$ cat config.mk
export PLATFORM = sky130hd
export DESIGN_NAME = launch_capture_ctrl
export DESIGN_NICKNAME = d
export VERILOG_FILES = /design/src/rtl/launch_capture_ctrl.sv
export SDC_FILE = /design/constraint.sdc
export NUM_CORES = 1
export LEC_CHECK = 0
export ABC_AREA = 1
export ABC_CLOCK_PERIOD_IN_PS = 1690
export BUFFER_PORTS_ARGS = -buffer_cell sky130_fd_sc_hd__buf_4
export CAP_MARGIN = 0
export CORE_ASPECT_RATIO = 0.5
export CORE_MARGIN = 2
export CORE_UTILIZATION = 35
export CTS_BUF_LIST = sky130_fd_sc_hd__clkbuf_8 sky130_fd_sc_hd__clkbuf_16
export CTS_CLUSTER_SIZE = 24
export DETAILED_ROUTE_END_ITERATION = 16
export SLEW_MARGIN = 20
export SYNTH_ARGS = -nofsm -noshare
export SYNTH_HDL_FRONTEND = slang
export SYNTH_SLANG_ARGS = --single-unit
$ cat constraint.sdc
create_clock -name clk -period 1.69 [get_ports clk]
set_input_delay 0 -clock clk [delete_from_list [all_inputs] [get_ports clk]]
set_output_delay 0 -clock clk [all_outputs]
set_load 0.005 [all_outputs]
$ cat src/rtl/launch_capture_ctrl.sv
module launch_capture_ctrl #(
  parameter int N = 8
) (
  input  logic         clk,
  input  logic         rst_n,
  input  logic         start,
  input  logic [N-1:0] grp_map_a,
  input  logic [N-1:0] grp_map_b,
  input  logic         lvl_sen1,
  input  logic         lvl_sen2,
  input  logic         scan_in_a,
  input  logic         scan_in_b,
  input  logic [N-1:0] resp_a,
  input  logic [N-1:0] resp_b,
  output logic         scan_out_a,
  output logic         scan_out_b,
  output logic [N-1:0] chain_a,
  output logic [N-1:0] chain_b,
  output logic         sen1,
  output logic         sen2,
  output logic         busy,
  output logic         done
);
  localparam int CW = $clog2(N) + 1;

  typedef enum logic [2:0] {S_IDLE, S_LOAD, S_PREP, S_LAUNCH, S_CAPT, S_UNLOAD, S_DONE} state_t;

  state_t        st;
  logic [CW-1:0] cnt;
  logic [N-1:0]  map_a_q, map_b_q;
  logic [N-1:0]  upd_a, upd_b;

  genvar k;
  generate
    for (k = 0; k < N; k++) begin : g_bit
      logic en_a, en_b, pr_a, pr_b;
      assign en_a = map_a_q[k] ? sen2 : sen1;
      assign en_b = map_b_q[k] ? sen2 : sen1;
      if (k == 0) begin : g_head
        assign pr_a = scan_in_a;
        assign pr_b = scan_in_b;
      end else begin : g_body
        assign pr_a = chain_a[k-1];
        assign pr_b = chain_b[k-1];
      end
      assign upd_a[k] = en_a ? pr_a : resp_a[k];
      assign upd_b[k] = en_b ? pr_b : resp_b[k];
    end
  endgenerate

  assign scan_out_a = chain_a[N-1];
  assign scan_out_b = chain_b[N-1];
  assign done = (st == S_DONE);
  assign busy = (st != S_IDLE) && (st != S_DONE);

  wire last = (cnt == CW'(N - 1));

  always_ff @(posedge clk or negedge rst_n) begin
    if (!rst_n) begin
      st      <= S_IDLE;
      cnt     <= '0;
      map_a_q <= '0;
      map_b_q <= '0;
      chain_a <= '0;
      chain_b <= '0;
      sen1    <= 1'b0;
      sen2    <= 1'b0;
    end else begin
      case (st)
        S_IDLE: if (start) begin
          st      <= S_LOAD;
          cnt     <= '0;
          map_a_q <= grp_map_a;
          map_b_q <= grp_map_b;
          sen1    <= 1'b1;
          sen2    <= 1'b1;
        end
        S_LOAD, S_UNLOAD: begin
          chain_a <= {chain_a[N-2:0], scan_in_a};
          chain_b <= {chain_b[N-2:0], scan_in_b};
          cnt     <= cnt + 1'b1;
          if (last) st <= (st == S_LOAD) ? S_PREP : S_DONE;
        end
        S_PREP: begin
          sen1 <= lvl_sen1;
          sen2 <= lvl_sen2;
          st   <= S_LAUNCH;
        end
        S_LAUNCH: begin
          chain_a <= upd_a;
          chain_b <= upd_b;
          st      <= S_CAPT;
        end
        S_CAPT: begin
          chain_a <= upd_a;
          chain_b <= upd_b;
          sen1    <= 1'b1;
          sen2    <= 1'b1;
          cnt     <= '0;
          st      <= S_UNLOAD;
        end
        S_DONE: begin
          sen1 <= 1'b0;
          sen2 <= 1'b0;
          st   <= S_IDLE;
        end
        default: st <= S_IDLE;
      endcase
    end
  end

  p_load_enables_r2: assert property (@(posedge clk) disable iff (!rst_n)
    (st == S_LOAD) |-> (sen1 && sen2));

  p_prep_hold_r3: assert property (@(posedge clk) disable iff (!rst_n)
    (st == S_PREP) |=> (chain_a == $past(chain_a) && chain_b == $past(chain_b)));

  p_static_levels_r5: assert property (@(posedge clk) disable iff (!rst_n)
    (st == S_CAPT) |-> $stable({sen1, sen2}));

  p_unload_enables_r6: assert property (@(posedge clk) disable iff (!rst_n)
    (st == S_UNLOAD) |-> (sen1 && sen2));

  p_done_pulse_r7: assert property (@(posedge clk) disable iff (!rst_n)
    done |=> (!done && !sen1 && !sen2));

  p_map_frozen_r8: assert property (@(posedge clk) disable iff (!rst_n)
    busy |=> ($stable(map_a_q) && $stable(map_b_q)));
endmodule

Yosys cells after proc, flatten, opt, wreduce, memory -nomap -nowiden
Cells that the tools add are included.

word-level totals
  register bits = 41
  bits in latches = 0
  RAM bits = 0
  ROM bits = 0
  bits of input ports = 39
  output and inout bits = 22
  logic and storage cells = 74
  memories kept = 0

operators by class
  add/subtract/negate cells = 1
  multipliers = 0
  div/mod/pow operators = 0
  $lt $le $gt $ge = 0
  equal/unequal tests = 10
  shift operators = 0
  multiplexer cells = 43
  bitwise logic cells = 0
  reduce and logical (&&, ||, !) cells = 12

operators with widths
  operator                                                         number
  1-bit 2-to-1 mux                                                 33
  8-bit case mux with 2 select lines                               2
  3-bit case mux with 5 select lines                               1
  4-bit case mux with 3 select lines                               1
  3-bit == test, second input constant                             3
  3-bit 2-to-1 mux                                                 3
  1-bit case mux with 4 select lines                               2
  2-bit AND reduction                                              4
  3-bit by 2-bit == test with 1-bit output, second input constant  2
  3-bit nonzero test                                               2
  4-bit by 1-bit adder with 4-bit output, second input constant    1
  4-bit by 3-bit == test with 1-bit output, second input constant  1
  4-bit 2-to-1 mux                                                 1
  2-bit inequality test, second input constant                     2
  4-bit nonzero test                                               1
  2-bit OR reduction                                               2
  3-bit by 1-bit == test with 1-bit output, second input constant  1
  3-bit logical NOT                                                1
  3-bit inequality test, second input constant                     1
  2-bit nonzero test                                               1
  1-bit logical AND                                                1

Longest topological paths before layout
Gate-level depths: netlist of the first run.

  depth after elaboration = 4
  depth in mapped cells = 10
  mapped depth without buffers = 8

Worst setup path after synthesis of the first run
Ideal clock, no wire load.

  path kind = reg-to-reg
  start = register sen2
  end = register chain_a[4]
  setup time = 0.117 ns
  data arrival time = 1.188 ns
  required time = 1.573 ns
  slack = 0.385 ns
  cell stages (with the launch flop) = 11
  buffers on the path = 2
  period minus slack after synthesis = 1.305 ns
  cell sequence = dfrtp_1 buf_2 inv_1 buf_2 nand2_1 nand3_1 nand2_1 nand2_1 nand2_1 nand2_1 nand2_1

between the ends
  cells in the longest elaborated chain, start to end = 3

RTL lines
  item                                line  RTL
  start: declaration                  20    output logic sen2,
  start signal: assignment            86    sen2 <= lvl_sen2;
  1-bit 2-to-1 mux                    37    assign en_a = map_a_q[k] ? sen2 : sen1;
  1-bit 2-to-1 mux                    46    assign upd_a[k] = en_a ? pr_a : resp_a[k];
  8-bit case mux with 2 select lines  69    case (st)
  end signal: assignment              79    chain_a <= {chain_a[N-2:0], scan_in_a};
  end signal: assignment              90    chain_a <= upd_a;
  end signal: assignment              95    chain_a <= upd_a;
  end: declaration                    17    output logic [N-1:0] chain_a,

No other way between the ends.
A chain may end at the register's enable or synchronous reset.

Worst setup path after layout of the first run
  start = register st[2]
  end = register map_b_q[6]

between the ends
  cells in the longest elaborated chain, start to end = 2

RTL lines
  item                           line  RTL
  start: declaration             28    state_t st;
  start signal: assignment       82    if (last) st <= (st == S_LOAD) ? S_PREP : S_DONE;
  3-bit logical NOT              69
  2-bit AND reduction (no line)  -
  end signal: assignment         74    map_b_q <= grp_map_b;
  end: declaration               30    logic [N-1:0] map_a_q, map_b_q;

No other way between the ends.

==> results of run 1 <==
per-stage QoR:
| stage | total power, mW | worst slack [ps] | instance area [um2] | util |
|---|---|---|---|---|
| after CTS | 6.08 | 242 | 3240 | 0.483 |
| after detailed placement | 5.09 | 259 | 2930 | 0.437 |
| after global routing | 6.68 | 60.5 | 3240 | 0.483 |
| after floorplan | 4.14 | 385 | 2420 | - |
| final | 6.01 | 254 | 3240 | 0.483 |
| after global placement | 5.08 | 229 | 2930 | 0.437 |
kinds of logic (layout without fill, tap and decap cells):
logic type	after synthesis	after routing	synth area share
AOI/OAI and AO/OA	29	29	0.0610
xor gates and xnor gates	2	2	0.00724
adders and majority gates	1	1	0.00517
buffers and inverters	44	120	0.0884
DFF	41	41	0.424
and+or+nand+nor	248	248	0.414
layout by cell type, fill, tap and decap left out:
| cell | synthesis | final |
|---|---|---|
| dfrtp_1 | 41 | 41 |
| nor2_2 | 3 | 3 |
| nand2_2 | 3 | 3 |
| xor2_1 | 1 | 1 |
| nor2_4 | 1 | 1 |
| nand3_2 | 1 | 1 |
| nand2_1 | 185 | 185 |
| o21ai_0 | 6 | 6 |
| clkbuf_16 | 0 | 5 |
| clkinv_2 | 0 | 2 |
| dlygate4sd3_1 | 0 | 17 |
| inv_1 | 25 | 26 |
| nor2_1 | 20 | 20 |
| o22ai_1 | 2 | 2 |
| buf_4 | 2 | 66 |
| inv_2 | 4 | 4 |
| nand3_1 | 35 | 35 |
| xnor2_1 | 1 | 1 |
| a21oi_1 | 21 | 21 |
| ha_1 | 1 | 1 |
path summary, 6_finish.rpt:
check	startpoint	endpoint	depth (start not counted)
min in group asynchronous	rst_n	map_a_q[1]	2
worst max register to register	st[2]	map_b_q[6]	7
worst min-delay path	scan_in_a	chain_a[0]	5
max in group asynchronous	rst_n	chain_a[1]	2
worst min register to register	cnt[0]	cnt[0]	1
worst max-delay path	st[2]	map_b_q[6]	7
state kept, by name, summed over array words and instances, names as in the netlist:
register,flops
sen2,1
chain_a,8
cnt,4
sen1,1
map_b_q,8
chain_b,8
map_a_q,8
st,3
worst register-to-register path: cells and delay by family (launching register included):
kind | cells | cell delay, ps
flip-flops | 1 | 420
AO/OA/AOI/OAI | 1 | 50
AND/OR/NAND/NOR | 4 | 520
buffers and inverters | 2 | 330
cell type report:
cell class,instances,share of cell area
clock inverter,3,0.00425
multi-input combinational,280,0.365
clock buffer,5,0.0387
timing repair buffer,83,0.206
inverter,29,0.0336
sequential,41,0.317
tap,92,0.0356
report_power, final:
part | leakage [nW] | internal (mW) | switching, mW
sequential | 0.485 | 1.45 | 0.403
combinational | 1.25 | 1.27 | 1.97
clock | 0.0748 | 0.537 | 0.385
total | 1.81 | 3.25 | 2.76
layer usage:
layer / vias up / global-route usage / routed length [um]
met4: 0 / 0.0489 / 68
met2: 53 / 0.269 / 2750
met1: 1120 / 0.239 / 3100
met3: 7 / 0.0374 / 260
li1: 1275 / - / -
met5: - / 0 / 0
==> results.md, run 1 <==
* Synth Warn # at 0
* Clock-pin transition on the worst setup and hold timing paths at approximately 60 ps
* All-Layer GR Usage at 0.172
* Post-synthesis async set-or-reset flop share at 1.00
* # DRC at 0
* CP top delay family: simple AND/OR/NAND/NOR gates
* First-pass GRT wire length at between 10000 and 15000 um
* Root buffer cell: clkbuf_16
* Clock skew at approximately 4.6 ps
* Syn avg cell area at ~6.6 um2
* Worst VDD drop at a little under 0.0007 V
* Antenna cell count at 0
* Layout Nets at 480
* Fin Setup TNS at 0 ps
* Die area at between 7000 and 8000 um2
* Syn-to-layout area delta at 33.6%
* RSZ-0062 raised after global routing: no
* CTS tree: yes
* Worst hold slack at ~21 ps
* Final hold vios at 0
* Port bufs at 60
* Minimum clock period at 1440 ps
* DIE WIDTH at approximately 120 um
* Pins Over Slew Limit at 0
* Max_cap viols at 0
* Post-synth cell types at 19
* Area leader, netlist: dfrtp_1
* Detailed-route via count at 2455
* CTS Hold Bufs at 17
* EDFF count, synth at 0
* Die height at around 63 um
* Top cells by count, synth: nand2_1 (185), dfrtp_1 (41), nand3_1 (35)
* Post-DP HPWL at ~4100 um
* # rows at 21
* WP data arrival at roughly 1600 ps
* CP dominant cell by count: nor2_2
* Worst-margin pin slew at 543 ps
* Crit share post-route at 0.850
* Total grt overflow at 0
* Mapped Cells at 365
* Area contributors post-synth: dfrtp_1 (42%), nand2_1 (29%), nand3_1 (7.2%)
* Register area at between 1000 and 1500 um2
* DRT iter0 DRCs at 88
* Core footprint at approximately 6700 um2
* Post-synth top area share at 0.424
* Pwr dens at 1860 nW/um2
* Setup violators final at 0
* Post-CTS Setup Inserts at 0
* Sequential share of the synthesized area at 0.424
* Final wirelength at 6180 um
* Worst path bufs/invs at 2
* Area occupied by multi-input gates at roughly 1200 um2
* Status: completed
* Cells after DPL at ~510
* DR vias/cell at 4.61
* Clock buffer depth at 2
* CP max-delay cell: dfrtp_1
* Reg2Reg Setup Slack at about 250 ps
* Fill cell count at around 690
* Relative slew slack at 0.638
* Drt wl/cell at roughly 12 um
* TritonCTS Buffers at 5
* Ports at between 60 and 70
* CP Capture Type: register
* Most used DFF post-synth: dfrtp_1
* Antenna Violating Nets Remaining at 0
* Starting Density at 0.361
* Vias in the first global route at 2255
* Ratio of cells with drive above 1 in the final layout at 0.193
* Worst EP required at 1840 ps
* FMAX at approximately 700 MHz
* Netlist Area Pre-Place at about 2400 um2
* Crit-path max cell delay at roughly 420 ps
* Crit-path cells: nor2_2 > inv_2 > nor2_2 > nand2_2 > buf_4 > nor2_1 > a21oi_1
* GPL Wtd Cong at 0.736
* Fin cells at 533
* Min-Delay Path Class: in -> reg
* H-tree levels at 2
* Antenna violations before repair at 0
* CTS sink cnt at 41
* Syn Nets at ~400
* Crit path kind: reg -> reg
* #FFs+latches synth at 41
* Post-cts sizing count at 0
* Clock latency on the worst-skew pair at between 200 and 300 ps
* CP Max Fanout at 32
* Leakage power at between 1.5 and 2 nW
* Most common cell in the netlist: nand2_1
* CP Launch Type: register
* Drt pass-1 iters at 4
* Largest net degree at the start of global routing at 42
Note: power is estimated with default switching activity, not from simulation.
==> inputs of run 2 (changes only) <==
--- a/config.mk
+++ b/config.mk
@@ -5,8 +5,8 @@
 export SDC_FILE = /design/constraint.sdc
 export NUM_CORES = 1
 export LEC_CHECK = 0
-export ABC_AREA = 1
-export ABC_CLOCK_PERIOD_IN_PS = 1690
+export ABC_AREA = 0
+export ABC_CLOCK_PERIOD_IN_PS = 1270
 export BUFFER_PORTS_ARGS = -buffer_cell sky130_fd_sc_hd__buf_4
 export CAP_MARGIN = 0
 export CORE_ASPECT_RATIO = 0.5
==> constraint.sdc (replaced) <==
create_clock -name clk -period 1.27 [get_ports clk]
set_input_delay 0 -clock clk [delete_from_list [all_inputs] [get_ports clk]]
set_output_delay 0 -clock clk [all_outputs]
set_load 0.005 [all_outputs]
==> results.md, run 2 <==
* Logic gate share of total power at 0.469
* #FFs+latches synth at 41
* Area leader, netlist: dfrtp_1
* Setup violators final at 35
* Placed cell area at slightly below 3000 um2
* Starting Density at 0.369
* Antenna violations before repair at 0
* Syn Nets at ~250
* Root buffer cell: clkbuf_16
* Sw Share at 0.328
* Most used DFF post-synth: dfrtp_1
* Final wirelength at approximately 7000 um
* CP Launch Type: register
* Post-synthesis async set-or-reset flop share at 1.00
* Clock-pin transition on the worst setup and hold timing paths at roughly 70 ps
* Antenna cell count at 0
* Mapped Cells at approximately 210
* Failing checks: hold timing, setup timing
* GPL Wtd Cong at 0.750
* All-Layer GR Usage at 0.198
* CP Capture Type: register
* Max_cap viols at 0
* Port bufs at 60
* Crit-path cells: or2_4 > nor3b_4 > buf_6 > clkbuf_16 > mux2_4
* Clock skew at between 9 and 10 ps
* CP top delay family: simple AND/OR/NAND/NOR gates
* Relative slew slack at 0.650
* Drt wl/cell at ~17 um
* Slack of the critical path at -342 ps
* Pins Over Slew Limit at 0
* # DRC at 0
* Fill cell count at approximately 520
* Worst-margin pin slew at between 500 and 600 ps
* Xor/xnor share of the synthesized area at 0
* Crit share post-route at 1.27
* Fin Setup TNS at -7840 ps
* CP max-delay cell: dfrtp_1
* First-pass GRT wire length at 10900 um
* Largest net degree at the start of global routing at between 40 and 50
* Fin cells at between 400 and 500
* EDFF count, synth at 0
* Reg power frac at 0.331
* CTS tree: yes
* Die area at between 7000 and 8000 um2
* Detailed-route via count at 2150
* Layout Nets at about 360
* CTS sink cnt at approximately 40
* DIE WIDTH at ~120 um
* CP Max Fanout at 7
* Crit-path max cell delay at 380 ps
* Antenna Violating Nets Remaining at 0
* Clock Power Share at 0.199
* Crit path kind: reg -> reg
* Post-DP HPWL at around 4300 um
* Most frequent cells in the layout: buf_4 (80), dfrtp_1 (40), o211ai_1 (32), dlygate4sd3_1 (32), o21ai_0 (18)
* WP data arrival at 1780 ps
* RSZ-0062 raised after global routing: yes
* Sequential share of the synthesized area at 0.452
* Clock latency on the worst-skew pair at between 200 and 300 ps
* Post-synthesis mux area share at 0.164
* Status: finished with violations
* Leakage power at ~1.6 nW
* Final hold vios at 1
* Area contributors post-synth: dfrtp_1 (45%), o211ai_1 (11%), mux2_2 (8.9%)
* Pwr dens at between 2000 and 2500 nW/um2
* Die height at between 60 and 70 um
* Switch Pwr at between 2 and 2.5 mW
* Syn avg cell area at ~11 um2
* Minimum clock period at 1610 ps
* Top cells by count, synth: dfrtp_1 (41), o211ai_1 (32), mux2_2 (18), o21ai_0 (18)
* Most common cell in the netlist: dfrtp_1
* Worst VDD drop at 0.000760 V
* Ports at ~60
* Vias in the first global route at 2132
* Cells after DPL at around 360
* Cell-internal power at 5.02 mW
* Total grt overflow at 0
* Post-Synth Adder-Cell Area at 0.00551
* Clock buffer depth at 2
* Post-synth cell types at 30
* FMAX at between 600 and 700 MHz
* Fraction of the mapped netlist area in simple logic gates at 0.0964
* DR vias/cell at between 5 and 6
* Netlist Area Pre-Place at 2270 um2
* # rows at 20
* Largest family of logic cells by synthesized area: compound AO/OA/AOI/OAI gates
* Min-Delay Path Class: in -> reg
* DRT iter0 DRCs at 104
* Commonest non-fill, non-tap cell in the layout: buf_4
* TritonCTS Buffers at 5
* Ratio of cells with drive above 1 in the final layout at 0.441
* Worst hold slack at -1.27 ps
* Worst EP required at between 1000 and 1500 ps
* Post-synth top area share at 0.452
* Design Area, Final at between 3000 and 4000 um2
* H-tree levels at 2
* Syn-to-layout area delta at 64.2%
* Drt pass-1 iters at 4
* Worst path bufs/invs at 2
* Core footprint at 6160 um2
* Synth Warn # at 0
* Synth Area in Compound Gates at 0.233
## run 2: cell types whose count changed in the layout (fill, tap and decap cells not counted), moves of 16 or more
cell and change:
o211ai_1 +32, nand2_1 -182, nor2_1 -16, inv_1 -24, mux2_4 +16, mux2i_1 +17
a21oi_1 -21, nand3_1 -18
## run 2: cell families after synthesis
logic type	Yosys count
compound gates	75
flops	41
simple gates	37
mux	35
buf+inv	23
fa+ha+maj	1
## run 2: worst reg2reg max path, stage by stage, from the launching register on
cell       delay (ps)
dfrtp_1           380
or2_4             270
nor3b_4           260
buf_6             150
clkbuf_16         160
mux2_4            300
## run 2: final cells by class
class | count | area [um2] | share of cell area
clock buffers | 6 | 139 | 0.0372
clock inverters | 2 | 33.8 | 0.00906
inverters | 1 | 3.75 | 0.00101
multi-input cells | 149 | 1290 | 0.347
flip-flops and latches | 41 | 1030 | 0.276
well taps | 88 | 110 | 0.0295
repair buffers | 125 | 1120 | 0.301
## run 2: timing repair
| action | 4_1_cts | 5_1_grt |
|---|---|---|
| hold endpoints to repair | 72 | 0 |
| hold buffers | 32 | 0 |
| endpoints found under the setup margin | 39 | 39 |
| gates cloned | 1 | 1 |
| setup buffers | 3 | 8 |
| pin swaps | 6 | 10 |
| gates resized for setup | 17 | 32 |
## run 2: power by group through the flow
stage                     sequential [mW]  clock [mW]  combinational [mW]
after floorplan                      2.34           0                1.81
after global placement               2.45           0                2.85
after detailed placement             2.47           0                2.93
after CTS                            2.46        1.51                3.20
after global routing                 2.57        1.56                3.82
final                                2.47        1.49                3.50
## run 2: through the flow
stage | total power [mW] | util | setup slack [ps]
after CTS | 7.17 | 0.576 | -266
final | 7.47 | 0.606 | -342
after global routing | 7.96 | 0.606 | -383
after global placement | 5.29 | 0.479 | -252
after detailed placement | 5.41 | 0.479 | -257
after floorplan | 4.15 | - | -395
## run 2: final timing paths
check,start,slack (ps),endpoint,depth (start not counted)
max in group asynchronous,rst_n,640,st[1],2
worst max-delay path,st[0],-340,map_a_q[4],5
worst min-delay path,resp_b[5],-1,chain_b[5],3
min in group asynchronous,rst_n,250,chain_b[5],2
worst max register to register,st[0],-340,map_a_q[4],5
worst min register to register,map_a_q[4],530,map_a_q[4],1
## run 2: metal layers
layer	up-vias	track usage	routed length (um)
met5	-	0	0
met4	0	0.0448	42
met3	2	0.0489	433
met2	68	0.326	3200
met1	1054	0.271	3250
li1	1026	-	-
